<file path="src/rtl/wdt_pkg.sv">
package wdt_pkg;
  localparam int DATA_W = 16;
  localparam int ADDR_W = 5;
  // word index = byte offset / 2
  localparam logic [3:0] W_RELOAD = 4'h0;
  localparam logic [3:0] W_STAT1  = 4'h2;
  localparam logic [3:0] W_STAT2  = 4'h3;
  localparam logic [3:0] W_CTRL   = 4'h4;
  localparam logic [3:0] W_INIT   = 4'h9;
  localparam int HALT_BIT = 11;
  localparam int NORB_BIT = 0;
  localparam int TO1_BIT  = 3;
  localparam int TO2_BIT  = 1;
  localparam int BOOT_BIT = 2;
endpackage

</file>
<file path="src/rtl/wdt_counter.sv">
module wdt_counter #(
  parameter int CNT_W    = 10,
  parameter int RST_INIT = 4
) (
  input  logic             clk_i,
  input  logic             rst_ni,
  input  logic             tick_i,
  input  logic             run_i,
  input  logic             reload_i,
  input  logic [CNT_W-1:0] init_i,
  input  logic             first_i,
  input  logic             no_reboot_i,
  output logic [CNT_W-1:0] count_o,
  output logic             exp1_o,
  output logic             exp2_o,
  output logic             irq_o,
  output logic             rst_req_o
);
  logic [CNT_W-1:0] count_q;
  logic             stall_q;
  logic             expire;

  assign expire  = tick_i && run_i && !stall_q && !reload_i && (count_q == '0);
  assign exp1_o  = expire && !first_i;
  assign exp2_o  = expire && first_i;
  assign count_o = count_q;

  always_ff @(posedge clk_i or negedge rst_ni) begin
    if (!rst_ni) begin
      count_q   <= CNT_W'(RST_INIT);
      stall_q   <= 1'b0;
      irq_o     <= 1'b0;
      rst_req_o <= 1'b0;
    end else begin
      irq_o     <= exp1_o;
      rst_req_o <= exp2_o && !no_reboot_i;
      if (reload_i) begin
        count_q <= init_i;
        stall_q <= 1'b0;
      end else if (exp1_o) begin
        count_q <= init_i;
      end else if (exp2_o) begin
        stall_q <= 1'b1;
      end else if (tick_i && run_i && !stall_q) begin
        count_q <= count_q - 1'b1;
      end
    end
  end

  assert_halt_freeze_R4: assert property (@(posedge clk_i) disable iff (!rst_ni)
    (!run_i && !reload_i) |=> $stable(count_q));
  assert_reload_R10: assert property (@(posedge clk_i) disable iff (!rst_ni)
    reload_i |=> (count_q == $past(init_i)));
  assert_rst_gate_R7: assert property (@(posedge clk_i) disable iff (!rst_ni)
    rst_req_o |-> !$past(no_reboot_i));
  assert_rst_pulse_R7: assert property (@(posedge clk_i) disable iff (!rst_ni)
    rst_req_o |=> !rst_req_o);
  assert_irq_pulse_R5: assert property (@(posedge clk_i) disable iff (!rst_ni)
    irq_o |=> !irq_o);
  assert_no_both_R6: assert property (@(posedge clk_i) disable iff (!rst_ni)
    !(irq_o && rst_req_o));
endmodule

</file>
<file path="src/rtl/wdt_regs.sv">
module wdt_regs
  import wdt_pkg::*;
#(
  parameter int CNT_W    = 10,
  parameter int MIN_INIT = 4,
  parameter int RST_INIT = 4
) (
  input  logic              clk_i,
  input  logic              rst_ni,
  input  logic [ADDR_W-1:0] addr_i,
  input  logic [DATA_W-1:0] wdata_i,
  input  logic [1:0]        be_i,
  input  logic              we_i,
  output logic [DATA_W-1:0] rdata_o,
  input  logic [CNT_W-1:0]  count_i,
  input  logic              exp1_i,
  input  logic              exp2_i,
  input  logic              irq_i,
  output logic              reload_o,
  output logic [CNT_W-1:0]  init_o,
  output logic              run_o,
  output logic              first_o,
  output logic              no_reboot_o
);
  logic [3:0]        widx;
  logic [CNT_W-1:0]  init_q;
  logic              halt_q, norb_q, to1_q, to2_q, boot_q;
  logic [DATA_W-1:0] init_old, init_mrg;
  logic [CNT_W-1:0]  init_new;
  logic              wr_init, wr_ctrl, wr_st1, wr_st2, init_ok;

  assign widx     = addr_i[ADDR_W-1:1];
  assign wr_init  = we_i && (widx == W_INIT);
  assign wr_ctrl  = we_i && (widx == W_CTRL);
  assign wr_st1   = we_i && (widx == W_STAT1) && be_i[0];
  assign wr_st2   = we_i && (widx == W_STAT2) && be_i[0];
  assign reload_o = we_i && (widx == W_RELOAD);

  assign init_old = DATA_W'(init_q);
  assign init_mrg = {be_i[1] ? wdata_i[15:8] : init_old[15:8],
                     be_i[0] ? wdata_i[7:0]  : init_old[7:0]};
  assign init_new = init_mrg[CNT_W-1:0];
  assign init_ok  = (init_new >= CNT_W'(MIN_INIT));

  always_ff @(posedge clk_i or negedge rst_ni) begin
    if (!rst_ni) begin
      init_q <= CNT_W'(RST_INIT);
      halt_q <= 1'b1;
      norb_q <= 1'b1;
      to1_q  <= 1'b0;
      to2_q  <= 1'b0;
      boot_q <= 1'b0;
    end else begin
      if (wr_init && init_ok) init_q <= init_new;
      if (wr_ctrl && be_i[1]) halt_q <= wdata_i[HALT_BIT];
      if (wr_ctrl && be_i[0]) norb_q <= wdata_i[NORB_BIT];
      // set wins over write-one-to-clear
      if (exp1_i) to1_q <= 1'b1;
      else if (wr_st1 && wdata_i[TO1_BIT]) to1_q <= 1'b0;
      if (exp2_i) to2_q <= 1'b1;
      else if (wr_st2 && wdata_i[TO2_BIT]) to2_q <= 1'b0;
      if (exp2_i) boot_q <= 1'b1;
      else if (wr_st2 && wdata_i[BOOT_BIT]) boot_q <= 1'b0;
    end
  end

  always_comb begin
    rdata_o = '0;
    unique case (widx)
      W_RELOAD: rdata_o = DATA_W'(count_i);
      W_STAT1:  rdata_o[TO1_BIT] = to1_q;
      W_STAT2:  begin rdata_o[TO2_BIT] = to2_q; rdata_o[BOOT_BIT] = boot_q; end
      W_CTRL:   begin rdata_o[HALT_BIT] = halt_q; rdata_o[NORB_BIT] = norb_q; end
      W_INIT:   rdata_o = DATA_W'(init_q);
      default:  rdata_o = '0;
    endcase
  end

  assign init_o      = init_q;
  assign run_o       = !halt_q;
  assign first_o     = to1_q;
  assign no_reboot_o = norb_q;

  assert_bad_init_ignored_R2: assert property (@(posedge clk_i) disable iff (!rst_ni)
    (wr_init && !init_ok) |=> $stable(init_q));
  assert_flag_on_irq_R5: assert property (@(posedge clk_i) disable iff (!rst_ni)
    irq_i |-> to1_q);
  assert_boot_with_second_R6: assert property (@(posedge clk_i) disable iff (!rst_ni)
    $rose(to2_q) |-> boot_q);
  assert_set_beats_clear_R8: assert property (@(posedge clk_i) disable iff (!rst_ni)
    exp1_i |=> to1_q);
endmodule

</file>
<file path="src/rtl/wdt_two_stage.sv">
module wdt_two_stage
  import wdt_pkg::*;
#(
  parameter int CNT_W    = 10,
  parameter int MIN_INIT = 4,
  parameter int RST_INIT = 4
) (
  input  logic              clk_i,
  input  logic              rst_ni,
  input  logic              tick_i,
  input  logic [ADDR_W-1:0] addr_i,
  input  logic [DATA_W-1:0] wdata_i,
  input  logic [1:0]        be_i,
  input  logic              we_i,
  output logic [DATA_W-1:0] rdata_o,
  output logic              irq_o,
  output logic              rst_req_o
);
  logic [CNT_W-1:0] count, init;
  logic exp1, exp2, reload, run, first, norb;

  wdt_regs #(.CNT_W(CNT_W), .MIN_INIT(MIN_INIT), .RST_INIT(RST_INIT)) u_regs (
    .clk_i, .rst_ni, .addr_i, .wdata_i, .be_i, .we_i, .rdata_o,
    .count_i(count), .exp1_i(exp1), .exp2_i(exp2), .irq_i(irq_o),
    .reload_o(reload), .init_o(init), .run_o(run), .first_o(first),
    .no_reboot_o(norb)
  );

  wdt_counter #(.CNT_W(CNT_W), .RST_INIT(RST_INIT)) u_cnt (
    .clk_i, .rst_ni, .tick_i, .run_i(run), .reload_i(reload), .init_i(init),
    .first_i(first), .no_reboot_i(norb), .count_o(count), .exp1_o(exp1),
    .exp2_o(exp2), .irq_o, .rst_req_o
  );
endmodule

</file>
<file path="config.mk">
export PLATFORM = sky130hd
export DESIGN_NAME = wdt_two_stage
export DESIGN_NICKNAME = d
export VERILOG_FILES = /design/src/rtl/wdt_pkg.sv /design/src/rtl/wdt_counter.sv /design/src/rtl/wdt_regs.sv /design/src/rtl/wdt_two_stage.sv
export SDC_FILE = /design/constraint.sdc
export NUM_CORES = 1
export LEC_CHECK = 0
export ABC_AREA = 1
export BUFFER_PORTS_ARGS = -buffer_cell sky130_fd_sc_hd__buf_2
export CAP_MARGIN = 10
export CORE_ASPECT_RATIO = 2
export CORE_MARGIN = 1
export CORE_UTILIZATION = 35
export DETAILED_ROUTE_END_ITERATION = 16
export PLACE_DENSITY = 0.61
export SLEW_MARGIN = 20
export SYNTH_ARGS = -nofsm -noshare
export SYNTH_HDL_FRONTEND = slang
export SYNTH_SLANG_ARGS = --single-unit
</file>
<file path="constraint.sdc">
create_clock -name clk_i -period 1.9 [get_ports clk_i]
set_input_delay 0.095 -clock clk_i [delete_from_list [all_inputs] [get_ports clk_i]]
set_output_delay 0.095 -clock clk_i [all_outputs]
set_load 0.005 [all_outputs]
</file>
==> flow_summary.toml <==
[status]
outcome = "completed"

[timing]
timing.final.max_slew_violations = 0
final.setup_skew_ns = 0.0162
post-route-period-util_pct = 84.6
hold_worst_slack_ns = 0.0347
timing_worst_slew_pin_value_ns = 0.670
tns_ns = 0
rsz0062_at_grt = "no"
total_setup_violations_reported_at_the_end_of_the_flow = 0
clock.fmax_mhz = 622
timing.final.hold_violations = 0
slew-limit-headroom_pct = 55.4
layout_min_cycle_time_ns = 1.61

[synth]
synth_seq_cells = 28
synthFlopType = "sky130_fd_sc_hd__dfrtp_1"
synth_warnings = 0
synth.most_common_cell = "sky130_fd_sc_hd__nand2_1"
synthDominantCellAreaShare_pct = 31.6
synthTopCellsByArea = "sky130_fd_sc_hd__dfrtp_1, sky130_fd_sc_hd__nand2_1, sky130_fd_sc_hd__inv_1"
synth.avg_cell_area_um2 = 6.99
yosys-top-cells-count = "sky130_fd_sc_hd__nand2_1, sky130_fd_sc_hd__inv_1, sky130_fd_sc_hd__dfrtp_1, sky130_fd_sc_hd__nand3_1, sky130_fd_sc_hd__nor2_1"
synth_enable_flop_cells = 0
postSynthCellCount = 272
synth_top_area_cell = "sky130_fd_sc_hd__dfrtp_1"
yosys.cell_types.count = 34
asyncSetResetFlopFracSynth_pct = 100
synth.cell_area_um2 = 1900
synth_sequential_area_ratio_pct = 37.1

[detailed_routing]
drtAntennaViolNets = 0
wl_per_cell_um = 14.1
num_vias = 1914
detailedRoute.firstPassIterationCount = 4
post_drt_via_cell_ratio = 5.09
drt-initial-drc-count = 63
remaining_drc_errors = 0
totalWireLength_um = 5290

[setup_path]
crit_path_top_delay_cell = "sky130_fd_sc_hd__dfrtp_1"
timing.critical_path.cells = "inv_1 -> ha_1 -> nand2_2 -> nor2_4 -> buf_4 -> nand4_4 -> nand2_4 -> nand2_1 -> nand3_1 -> nand2_1"
path_common_cell = "sky130_fd_sc_hd__nand2_1"
nature_of_the_critical_path_startpoint = "register"
worst_r2r_path_depth = 10
max_stage_delay_ns = 0.42
register_to_register_path_setup_slack_ns = 0.29
cp_max_fo = 10
critical_path_arrival_ns = 1.79
rr_endpoint = "u_cnt.count_o[9]"
cp_data_required_time_ns = 2.08
reg2reg_from = "u_cnt.count_o[1]"
end_kind = "register"
ws_path_type = "register to register"

[cts]
clkSlewWorstSetupHoldPaths_ns = 0.12
clk_latency_ns = 0.29
clock_sinks = 28
htreeDepth = 1
clock_tree.buffer_depth = 2
numCtsBuffers = 3
tritoncts = "yes"
ctsRootBufferMaster = "sky130_fd_sc_hd__clkbuf_8"

[placement]
buffer_ports.inserted = 33
detailedPlacementHpwl_um = 4060
gp_routability_congestion = 0.917

[floorplanning]
die_height_um = 106
num_io_pins = 45
floorplan.rows = 37
die_area_um2 = 5750
start_util_pct = 36.7
core_area_um2 = 5180
die_w_um = 54.1

[min_path]
worst_hold_startpoint = "wdata_i[11]"
min_delay_worst_endpoint = "u_regs.halt_q"
min_path_type = "input port to register"
hold-path-cell-count = 3

[grt]
grt_first_pass_wirelength_um = 8830
grt_max_degree = 29
grt_antenna_before_repair = 0
gr-usage-all-layers_pct = 21.1
global_route.overflow_total = 0
grt_pass1_vias = 1873

[cells_and_area]
area_growth_syn_to_layout_pct = 20.7
final_nets = 347
insertedDiodeCount = 0
layout-drive-gt1-share_pct = 22.0

[pwr]
p_per_area_nw_per_um2 = 1150
worst_ir_drop_vdd_mv = 0.616
p_leak_nw = 1.22

[run]
max-cap-violations = 0
-- layer usage --
| metal | share of wire (%) | vias up | global-route usage (%) |
|---|---|---|---|
| met5 | 0 | - | 0 |
| met4 | 2.7 | 0 | 9.34 |
| met3 | 3.4 | 13 | 1.57 |
| met2 | 56 | 59 | 37.6 |
| met1 | 38 | 878 | 24.1 |
| li1 | - | 964 | - |
-- cell usage in the layout, fill, tap and decap left out, types with 2 or more instances in the layout --
cell,instances
sky130_fd_sc_hd__nand2_1,90
sky130_fd_sc_hd__dfstp_2,4
sky130_fd_sc_hd__nor2_4,3
sky130_fd_sc_hd__o22ai_1,6
sky130_fd_sc_hd__o21ai_0,11
sky130_fd_sc_hd__clkbuf_8,3
sky130_fd_sc_hd__inv_1,32
sky130_fd_sc_hd__dfrtp_1,24
sky130_fd_sc_hd__conb_1,5
sky130_fd_sc_hd__nand4_1,7
sky130_fd_sc_hd__buf_2,33
sky130_fd_sc_hd__nand3_2,4
sky130_fd_sc_hd__nor3_1,6
sky130_fd_sc_hd__o221ai_1,3
sky130_fd_sc_hd__nand3b_1,10
sky130_fd_sc_hd__a21oi_1,2
sky130_fd_sc_hd__xor2_1,2
sky130_fd_sc_hd__buf_4,14
sky130_fd_sc_hd__nand3_1,22
sky130_fd_sc_hd__nor2_2,2
sky130_fd_sc_hd__nor2_1,21
-- layout make-up --
type,count,area (um^2)
multi-input cells,203,1010
well taps,58,72.6
clock inverters,1,30.0
flip-flops and latches,28,706
clock buffers,3,41.3
inverters,34,129
repair buffers,49,300
fillers,571,2890
-- timing repair --
action                                 in CTS  in global routing
hold buffers                                1                  0
setup buffers                               0                  2
setup endpoints to repair                  10                  1
pin swaps                                   0                  1
endpoints found under the hold margin      24                  0
gates resized for setup                     1                  0
-- logic make-up after synthesis --
group                    synth area share (%)
flip-flops                               37.1
buffers and inverters                    10.5
adder cells (fa/ha/maj)                 0.658
AO/OA/AOI/OAI                            7.90
other                                   0.197
AND/OR/NAND/NOR                          42.2
XOR/XNOR                                 1.38
-- flip-flops by register name, indices dropped and copies added, names as in the netlist --
register / count
u_cnt.count_o: 10
u_cnt.irq_o: 1
u_cnt.rst_req_o: 1
u_cnt.stall_q: 1
u_regs.boot_q: 1
u_regs.first_o: 1
u_regs.halt_q: 1
u_regs.init_o: 10
u_regs.no_reboot_o: 1
u_regs.to2_q: 1
-- metrics by stage --
| step | cell area, um^2 | power [mW] | cells | worst slack, ns | util (%) |
|---|---|---|---|---|---|
| 6_report | 2290 | 2.63 | 376 | 0.293 | 44.2 |
| 2_1_floorplan | 1920 | 1.78 | 276 | 0.326 | - |
| 3_3_place_gp | 2190 | 2.11 | 369 | -0.0876 | 42.3 |
| 3_5_place_dp | 2190 | 2.13 | 369 | -0.0836 | 42.3 |
| 4_1_cts | 2280 | 2.63 | 374 | 0.137 | 43.9 |
| 5_1_grt | 2290 | 2.86 | 376 | 0.130 | 44.2 |
-- worst max-delay path, delay by kind of cell (launching register included) --
kind                     cells  cell delay [ns]
flip-flops                   1             0.42
AND/OR/NAND/NOR              7             0.67
buffers and inverters        2             0.23
adder cells (fa/ha/maj)      1             0.18
-- worst max path at each step --
| stage | start | to | slack, ns | depth (start not counted) |
|---|---|---|---|---|
| after floorplan | u_cnt.count_o[0] | u_cnt.count_o[3] | 0.33 | 10 |
| final | u_cnt.count_o[1] | u_cnt.count_o[9] | 0.29 | 10 |
| after global placement | u_regs.halt_q | u_cnt.count_o[1] | -0.09 | 9 |
| after CTS | u_cnt.count_o[2] | u_cnt.count_o[9] | 0.14 | 9 |
| after detailed placement | u_regs.halt_q | u_cnt.count_o[9] | -0.08 | 9 |
| after global routing | u_cnt.count_o[1] | u_cnt.stall_q | 0.13 | 9 |
-- power by group --
| group | internal [mW] | switching, mW | total, mW |
|---|---|---|---|
| clock | 0.283 | 0.213 | 0.496 |
| sequential | 0.795 | 0.148 | 0.943 |
| combinational | 0.488 | 0.703 | 1.19 |
| total | 1.57 | 1.06 | 2.63 |
Power figures use the tool's default switching activity.
